<file path="src/rtl/tpl_pkg.sv">
package tpl_pkg;
    typedef enum logic [1:0] {
        TX_IDLE,
        TX_START,
        TX_DATA,
        TX_STOP
    } tx_state_t;

    typedef enum logic [1:0] {
        RX_IDLE,
        RX_START,
        RX_DATA,
        RX_STOP
    } rx_state_t;
endpackage

</file>
<file path="src/rtl/tpl_tx.sv">
module tpl_tx
    import tpl_pkg::*;
#(
    parameter int UNIT_CLKS  = 16,
    parameter int CHAR_W     = 8,
    parameter int STOP_UNITS = 2
) (
    input  logic              clk,
    input  logic              rst_n,
    input  logic              load,
    input  logic [CHAR_W-1:0] load_data,
    output logic              line,
    output logic              busy,
    output logic              done
);
    localparam int CNT_W = (UNIT_CLKS > 1) ? $clog2(UNIT_CLKS) : 1;
    localparam int BIT_W = (CHAR_W > 1) ? $clog2(CHAR_W) : 1;
    localparam int STP_W = (STOP_UNITS > 1) ? $clog2(STOP_UNITS) : 1;
    localparam logic [CNT_W-1:0] CNT_LAST = CNT_W'(UNIT_CLKS - 1);
    localparam logic [BIT_W-1:0] BIT_LAST = BIT_W'(CHAR_W - 1);
    localparam logic [STP_W-1:0] STP_LAST = STP_W'(STOP_UNITS - 1);

    tx_state_t         state_q, state_d;
    logic [CNT_W-1:0]  cnt_q;
    logic [BIT_W-1:0]  bit_q;
    logic [STP_W-1:0]  stp_q;
    logic [CHAR_W-1:0] shreg_q;
    logic              line_q;
    logic              done_q;
    logic              unit_end;

    assign unit_end = (cnt_q == CNT_LAST);

    // state register
    always_ff @(posedge clk) begin
        if (!rst_n) state_q <= TX_IDLE;
        else        state_q <= state_d;
    end

    // next state
    always_comb begin
        state_d = state_q;
        unique case (state_q)
            TX_IDLE:  if (load) state_d = TX_START;
            TX_START: if (unit_end) state_d = TX_DATA;
            TX_DATA:  if (unit_end && bit_q == BIT_LAST) state_d = TX_STOP;
            TX_STOP:  if (unit_end && stp_q == STP_LAST) state_d = TX_IDLE;
        endcase
    end

    // datapath and registered outputs
    always_ff @(posedge clk) begin
        if (!rst_n) begin
            cnt_q   <= '0;
            bit_q   <= '0;
            stp_q   <= '0;
            shreg_q <= '0;
            line_q  <= 1'b1;
            done_q  <= 1'b0;
        end else begin
            done_q <= 1'b0;
            if (state_q == TX_IDLE || unit_end) cnt_q <= '0;
            else                                cnt_q <= cnt_q + 1'b1;
            unique case (state_q)
                TX_IDLE: begin
                    line_q <= 1'b1;
                    if (load) begin
                        shreg_q <= load_data;
                        line_q  <= 1'b0;
                        bit_q   <= '0;
                    end
                end
                TX_START: begin
                    if (unit_end) begin
                        line_q  <= shreg_q[0];
                        shreg_q <= shreg_q >> 1;
                    end
                end
                TX_DATA: begin
                    if (unit_end) begin
                        if (bit_q == BIT_LAST) begin
                            line_q <= 1'b1;
                            stp_q  <= '0;
                        end else begin
                            line_q  <= shreg_q[0];
                            shreg_q <= shreg_q >> 1;
                            bit_q   <= bit_q + 1'b1;
                        end
                    end
                end
                TX_STOP: begin
                    if (unit_end) begin
                        stp_q <= stp_q + 1'b1;
                        if (stp_q == STP_LAST) done_q <= 1'b1;
                    end
                end
            endcase
        end
    end

    assign line = line_q;
    assign busy = (state_q != TX_IDLE);
    assign done = done_q;
endmodule

</file>
<file path="src/rtl/tpl_rx.sv">
module tpl_rx
    import tpl_pkg::*;
#(
    parameter int UNIT_CLKS = 16,
    parameter int CHAR_W    = 8
) (
    input  logic              clk,
    input  logic              rst_n,
    input  logic              line_in,
    output logic [CHAR_W-1:0] char_reg,
    output logic              char_done,
    output logic              start_seen
);
    localparam int CNT_W     = (UNIT_CLKS > 1) ? $clog2(UNIT_CLKS) : 1;
    localparam int BIT_W     = (CHAR_W > 1) ? $clog2(CHAR_W) : 1;
    localparam int HALF_CLKS = (UNIT_CLKS > 1) ? UNIT_CLKS / 2 : 1;
    localparam logic [CNT_W-1:0] CNT_LAST  = CNT_W'(UNIT_CLKS - 1);
    localparam logic [CNT_W-1:0] HALF_LAST = CNT_W'(HALF_CLKS - 1);
    localparam logic [BIT_W-1:0] BIT_LAST  = BIT_W'(CHAR_W - 1);

    rx_state_t         state_q, state_d;
    logic [1:0]        sync_q;
    logic              line_s;
    logic [CNT_W-1:0]  cnt_q;
    logic [BIT_W-1:0]  bit_q;
    logic [CHAR_W-1:0] shreg_q;
    logic [CHAR_W-1:0] char_q;
    logic              done_q;
    logic              start_q;
    logic              unit_end;

    assign line_s   = sync_q[1];
    assign unit_end = (cnt_q == CNT_LAST);

    // two-flop synchronizer, rests at mark
    always_ff @(posedge clk) begin
        if (!rst_n) sync_q <= 2'b11;
        else        sync_q <= {sync_q[0], line_in};
    end

    // state register
    always_ff @(posedge clk) begin
        if (!rst_n) state_q <= RX_IDLE;
        else        state_q <= state_d;
    end

    // next state
    always_comb begin
        state_d = state_q;
        unique case (state_q)
            RX_IDLE:  if (!line_s) state_d = RX_START;
            RX_START: if (cnt_q == HALF_LAST) state_d = line_s ? RX_IDLE : RX_DATA;
            RX_DATA:  if (unit_end && bit_q == BIT_LAST) state_d = RX_STOP;
            RX_STOP:  if (unit_end && line_s) state_d = RX_IDLE;
        endcase
    end

    // datapath and registered outputs
    always_ff @(posedge clk) begin
        if (!rst_n) begin
            cnt_q   <= '0;
            bit_q   <= '0;
            shreg_q <= '0;
            char_q  <= '0;
            done_q  <= 1'b0;
            start_q <= 1'b0;
        end else begin
            done_q  <= 1'b0;
            start_q <= (state_q == RX_IDLE) && !line_s;
            if (state_q == RX_IDLE || state_q != state_d || unit_end) cnt_q <= '0;
            else                                                      cnt_q <= cnt_q + 1'b1;
            unique case (state_q)
                RX_IDLE:  bit_q <= '0;
                RX_START: bit_q <= '0;
                RX_DATA: begin
                    if (unit_end) begin
                        // space is stored as 1, first bit lands in bit 0
                        shreg_q <= {~line_s, shreg_q[CHAR_W-1:1]};
                        bit_q   <= bit_q + 1'b1;
                        if (bit_q == BIT_LAST) begin
                            char_q <= {~line_s, shreg_q[CHAR_W-1:1]};
                            done_q <= 1'b1;
                        end
                    end
                end
                RX_STOP: bit_q <= '0;
            endcase
        end
    end

    assign char_reg   = char_q;
    assign char_done  = done_q;
    assign start_seen = start_q;
endmodule

</file>
<file path="src/rtl/teleprinter_link.sv">
module teleprinter_link #(
    parameter int UNIT_CLKS  = 16,
    parameter int CHAR_W     = 8,
    parameter int STOP_UNITS = 2
) (
    input  logic              clk,
    input  logic              rst_n,
    input  logic              kbd_sel,
    input  logic              prt_sel,
    input  logic              iop1,
    input  logic              iop2,
    input  logic              iop4,
    input  logic [CHAR_W-1:0] ac_wr_data,
    output logic [CHAR_W-1:0] ac_rd_data,
    output logic              ac_clear,
    output logic              skip,
    output logic              irq,
    input  logic              rx_line,
    output logic              tx_line,
    output logic              reader_adv
);
    logic              tx_load, tx_busy, tx_done;
    logic [CHAR_W-1:0] rx_char;
    logic              rx_done, rx_start;
    logic              in_flag_q, out_flag_q, rdr_run_q;

    assign tx_load = prt_sel && iop4;

    tpl_tx #(
        .UNIT_CLKS (UNIT_CLKS),
        .CHAR_W    (CHAR_W),
        .STOP_UNITS(STOP_UNITS)
    ) tx_i (
        .clk      (clk),
        .rst_n    (rst_n),
        .load     (tx_load),
        .load_data(ac_wr_data),
        .line     (tx_line),
        .busy     (tx_busy),
        .done     (tx_done)
    );

    tpl_rx #(
        .UNIT_CLKS(UNIT_CLKS),
        .CHAR_W   (CHAR_W)
    ) rx_i (
        .clk       (clk),
        .rst_n     (rst_n),
        .line_in   (rx_line),
        .char_reg  (rx_char),
        .char_done (rx_done),
        .start_seen(rx_start)
    );

    // flags: a completion wins over a clear in the same cycle
    always_ff @(posedge clk) begin
        if (!rst_n) begin
            in_flag_q  <= 1'b0;
            out_flag_q <= 1'b0;
            rdr_run_q  <= 1'b0;
        end else begin
            if (rx_done)                  in_flag_q <= 1'b1;
            else if (kbd_sel && iop2)     in_flag_q <= 1'b0;
            if (tx_done)                  out_flag_q <= 1'b1;
            else if (prt_sel && iop2)     out_flag_q <= 1'b0;
            if (rx_start)                 rdr_run_q <= 1'b0;
            else if (kbd_sel && iop4)     rdr_run_q <= 1'b1;
        end
    end

    assign skip       = iop1 && ((kbd_sel && in_flag_q) || (prt_sel && out_flag_q));
    assign ac_clear   = kbd_sel && iop2;
    assign ac_rd_data = (kbd_sel && iop4) ? ~rx_char : '0;
    assign irq        = in_flag_q || out_flag_q;
    assign reader_adv = rdr_run_q && !in_flag_q;
endmodule

</file>
<file path="config.mk">
export PLATFORM = sky130hd
export DESIGN_NAME = teleprinter_link
export DESIGN_NICKNAME = d
export VERILOG_FILES = /design/src/rtl/tpl_pkg.sv /design/src/rtl/tpl_tx.sv /design/src/rtl/tpl_rx.sv /design/src/rtl/teleprinter_link.sv
export SDC_FILE = /design/constraint.sdc
export NUM_CORES = 1
export LEC_CHECK = 0
export ABC_AREA = 1
export BUFFER_PORTS_ARGS = -buffer_cell sky130_fd_sc_hd__buf_2
export CORE_MARGIN = 2
export CORE_UTILIZATION = 40
export DETAILED_ROUTE_END_ITERATION = 8
export SLEW_MARGIN = 15
export SYNTH_ARGS = -nofsm -noshare
export SYNTH_HDL_FRONTEND = slang
export SYNTH_SLANG_ARGS = --single-unit
</file>
<file path="constraint.sdc">
create_clock -name clk -period 4.01 [get_ports clk]
set_input_delay 0.6015 -clock clk [delete_from_list [all_inputs] [get_ports clk]]
set_output_delay 0.6015 -clock clk [all_outputs]
set_load 0.02 [all_outputs]
</file>
==> run metrics <==
final worst path period share=0.4713; share of cells above drive strength 1=0.1355; min Tclk post-route=between 1.5 and 2 ns; Pwr per Cell Area=513.1 nW/um^2; Worst setup EP type=register; clock skew=0.003835 ns; worst slew pin tran=0.6469 ns; grt ovf=0; layout net count=358; clk root buf=clkbuf_8; Core Box Area=between 5000 and 6000 sq um; Post-Syn Area=roughly 2300 sq um; Syn. warnings=0; clock buffer depth=2; post-DP HPWL=between 3000 and 4000 um; Seq cells post-synth=between 50 and 60; largest net degree at the start of global routing=34; ANT nets after route=0; maximum VDD drop=approximately 0.25 mV; largest fanout on the critical path=11; Avg WL per Cell=roughly 11 um; Hold/Removal Path Class=reg -> reg; worst r2r dst=rx_i.shreg_q[3]$_SDFFE_PN0P_; Layout area overhead=12.80%; routed wire length=4349 um; endpoints failing hold=0; routability congestion estimate=0.8262; GRT Total Usage=0.1464; CTS Buf Count=5; leakage=1.234 nW; vias in the first global route=1754; Reg2Reg Launch Point=rx_i.cnt_q[0]$_SDFF_PP0_; first-pass iteration count of the detailed router=4; Resized cells post-CTS=0; Slew Limit Headroom=0.5672; Tot Pwr=0.001340 W; ANT cells=0; Worst-path clk slew=0.09 ns; CTS Hold Buffers Added=0; RSZ-0062 raised after global routing=no; width of the die=80.09 um; Hold Slack=about 0.40 ns; fin util=0.4715; Syn Inst Count=304; sequential cell area=around 1000 sq um; Critical path destination=rx_i.shreg_q[3]$_SDFFE_PN0P_; Crit. Startpoint=rx_i.cnt_q[0]$_SDFF_PP0_; clock latency on the worst-skew pair=0.30 ns; Worst Reg-to-Reg Cells=6; Setup-failing EPs final=0; Rows=27; Residual DRC=0; Worst setup SP type=register; max-slew violations=0; hold path startpoint=rx_i.start_seen$_SDFF_PN0_; FMAX=0.5291 GHz; first-pass GRT wire length=about 7600 um; Avg Inst Size Synth=7.618 sq um; setup bufs post-CTS=0; status=finished clean; Required @ worst endpoint=4.20 ns; initial antenna violation count=0; register area share after synthesis=0.4408; Syn Nets=331; Arrival @ worst endpoint=approximately 2.1 ns; vias per cell=4.673; die footprint=6414 sq um; R2R Setup Slk=~2.1 ns; Via Count=1888; Starting Density=0.4180; number of port buffers=28; die height=80.09 um; Fin Setup TNS=0 ns; area occupied by multi-input gates=1116 sq um; CTS tree=yes; Crit Path Class=reg -> reg; Iteration-0 DRC Markers=75; Synth cell types=29; Sink Count=51; I/O pin count=29; fill cell count=593; Max-cap violations=0; maximum level of the CTS H-tree=2
==> how the worst min path moves through the flow <==
stage,end,cells after the start
after floorplan,rdr_run_q$_SDFFE_PP0P_,1
after global placement,rdr_run_q$_SDFFE_PP0P_,1
after detailed placement,rdr_run_q$_SDFFE_PP0P_,1
after CTS,rdr_run_q$_SDFFE_PP0P_,1
after global routing,rdr_run_q$_SDFFE_PP0P_,1
final,rdr_run_q$_SDFFE_PP0P_,1
==> final cells by class <==
type | instances | area share
Clock buffer | 6 | 0.03161
Clock inverter | 2 | 0.01341
Inverter | 34 | 0.04885
Multi-Input combinational cell | 211 | 0.4272
Sequential cell | 51 | 0.3908
Tap cell | 72 | 0.03448
Timing Repair Buffer | 28 | 0.05364
==> metal layers <==
metal,wire [um],GRT usage,vias up
met3,117,0.03146,5
met4,55,0.04068,0
met5,0,0,-
li1,-,-,1019
met1,2078,0.1803,847
met2,2097,0.2567,17
==> synth_stat cells, drive strengths merged <==
cell / instances / share of area
nand3b: 1 / 0.0032
o21ai: 17 / 0.037
nand3: 25 / 0.062
nor3: 1 / 0.0022
dfxtp: 51 / 0.44
xor2: 2 / 0.0076
nand2: 56 / 0.097
or2: 3 / 0.0092
nand4: 4 / 0.011
buf: 4 / 0.016
xnor2: 2 / 0.0076
a21boi: 1 / 0.0032
mux2i: 7 / 0.030
and3: 1 / 0.0027
ha: 11 / 0.059
a211oi: 3 / 0.0097
a21oi: 14 / 0.030
inv: 34 / 0.055
nor2: 63 / 0.11
clkbuf: 4 / 0.0065
==> per-stage QoR <==
stage	area, sq um	std cells	setup slack [ns]
after floorplan	2316	304	2.262
after global placement	2495	396	2.000
after detailed placement	2495	396	1.926
after CTS	2613	404	2.131
after global routing	2613	404	1.914
final	2613	404	2.120
==> worst max-delay path: stages, from the launching register on <==
cell and delay [ns]:
dfxtp_1 0.36, ha_1 0.23, nand3_2 0.15, nor2_1 0.53, inv_1 0.24, o21ai_0 0.21, a21oi_1 0.06
==> layout by cell type, fill, tap and decap left out, types with 2 or more instances in the layout <==
| master | count |
|---|---|
| a211oi_1 | 3 |
| nand4_1 | 4 |
| xnor2_1 | 2 |
| nand3_1 | 23 |
| a21oi_1 | 14 |
| inv_1 | 34 |
| clkbuf_8 | 6 |
| dfxtp_1 | 51 |
| nand2_4 | 2 |
| xor2_1 | 2 |
| mux2i_1 | 7 |
| nor2_1 | 61 |
| or2_2 | 2 |
| o21ai_0 | 14 |
| ha_1 | 11 |
| buf_2 | 28 |
| o21ai_1 | 3 |
| nand2_1 | 54 |
==> logic make-up (layout without fill, tap and decap cells) <==
| kind of cell | after synthesis | count (layout) | share of synthesized area |
|---|---|---|---|
| xor gates and xnor gates | 4 | 4 | 0.01513 |
| muxes | 7 | 7 | 0.03026 |
| DFF | 51 | 51 | 0.4408 |
| AOI/OAI and AO/OA | 35 | 35 | 0.07996 |
| adders and majority gates | 11 | 11 | 0.05943 |
| buffers and inverters | 42 | 70 | 0.07725 |
| and+or+nand+nor | 154 | 154 | 0.2971 |
==> where the power goes <==
part / internal (W) / switching [W] / total, W
registers: 0.000554 / 0.0000287 / 0.000583
logic: 0.000152 / 0.000241 / 0.000393
clock network: 0.000202 / 0.000163 / 0.000365
Power figures use the tool's default switching activity.
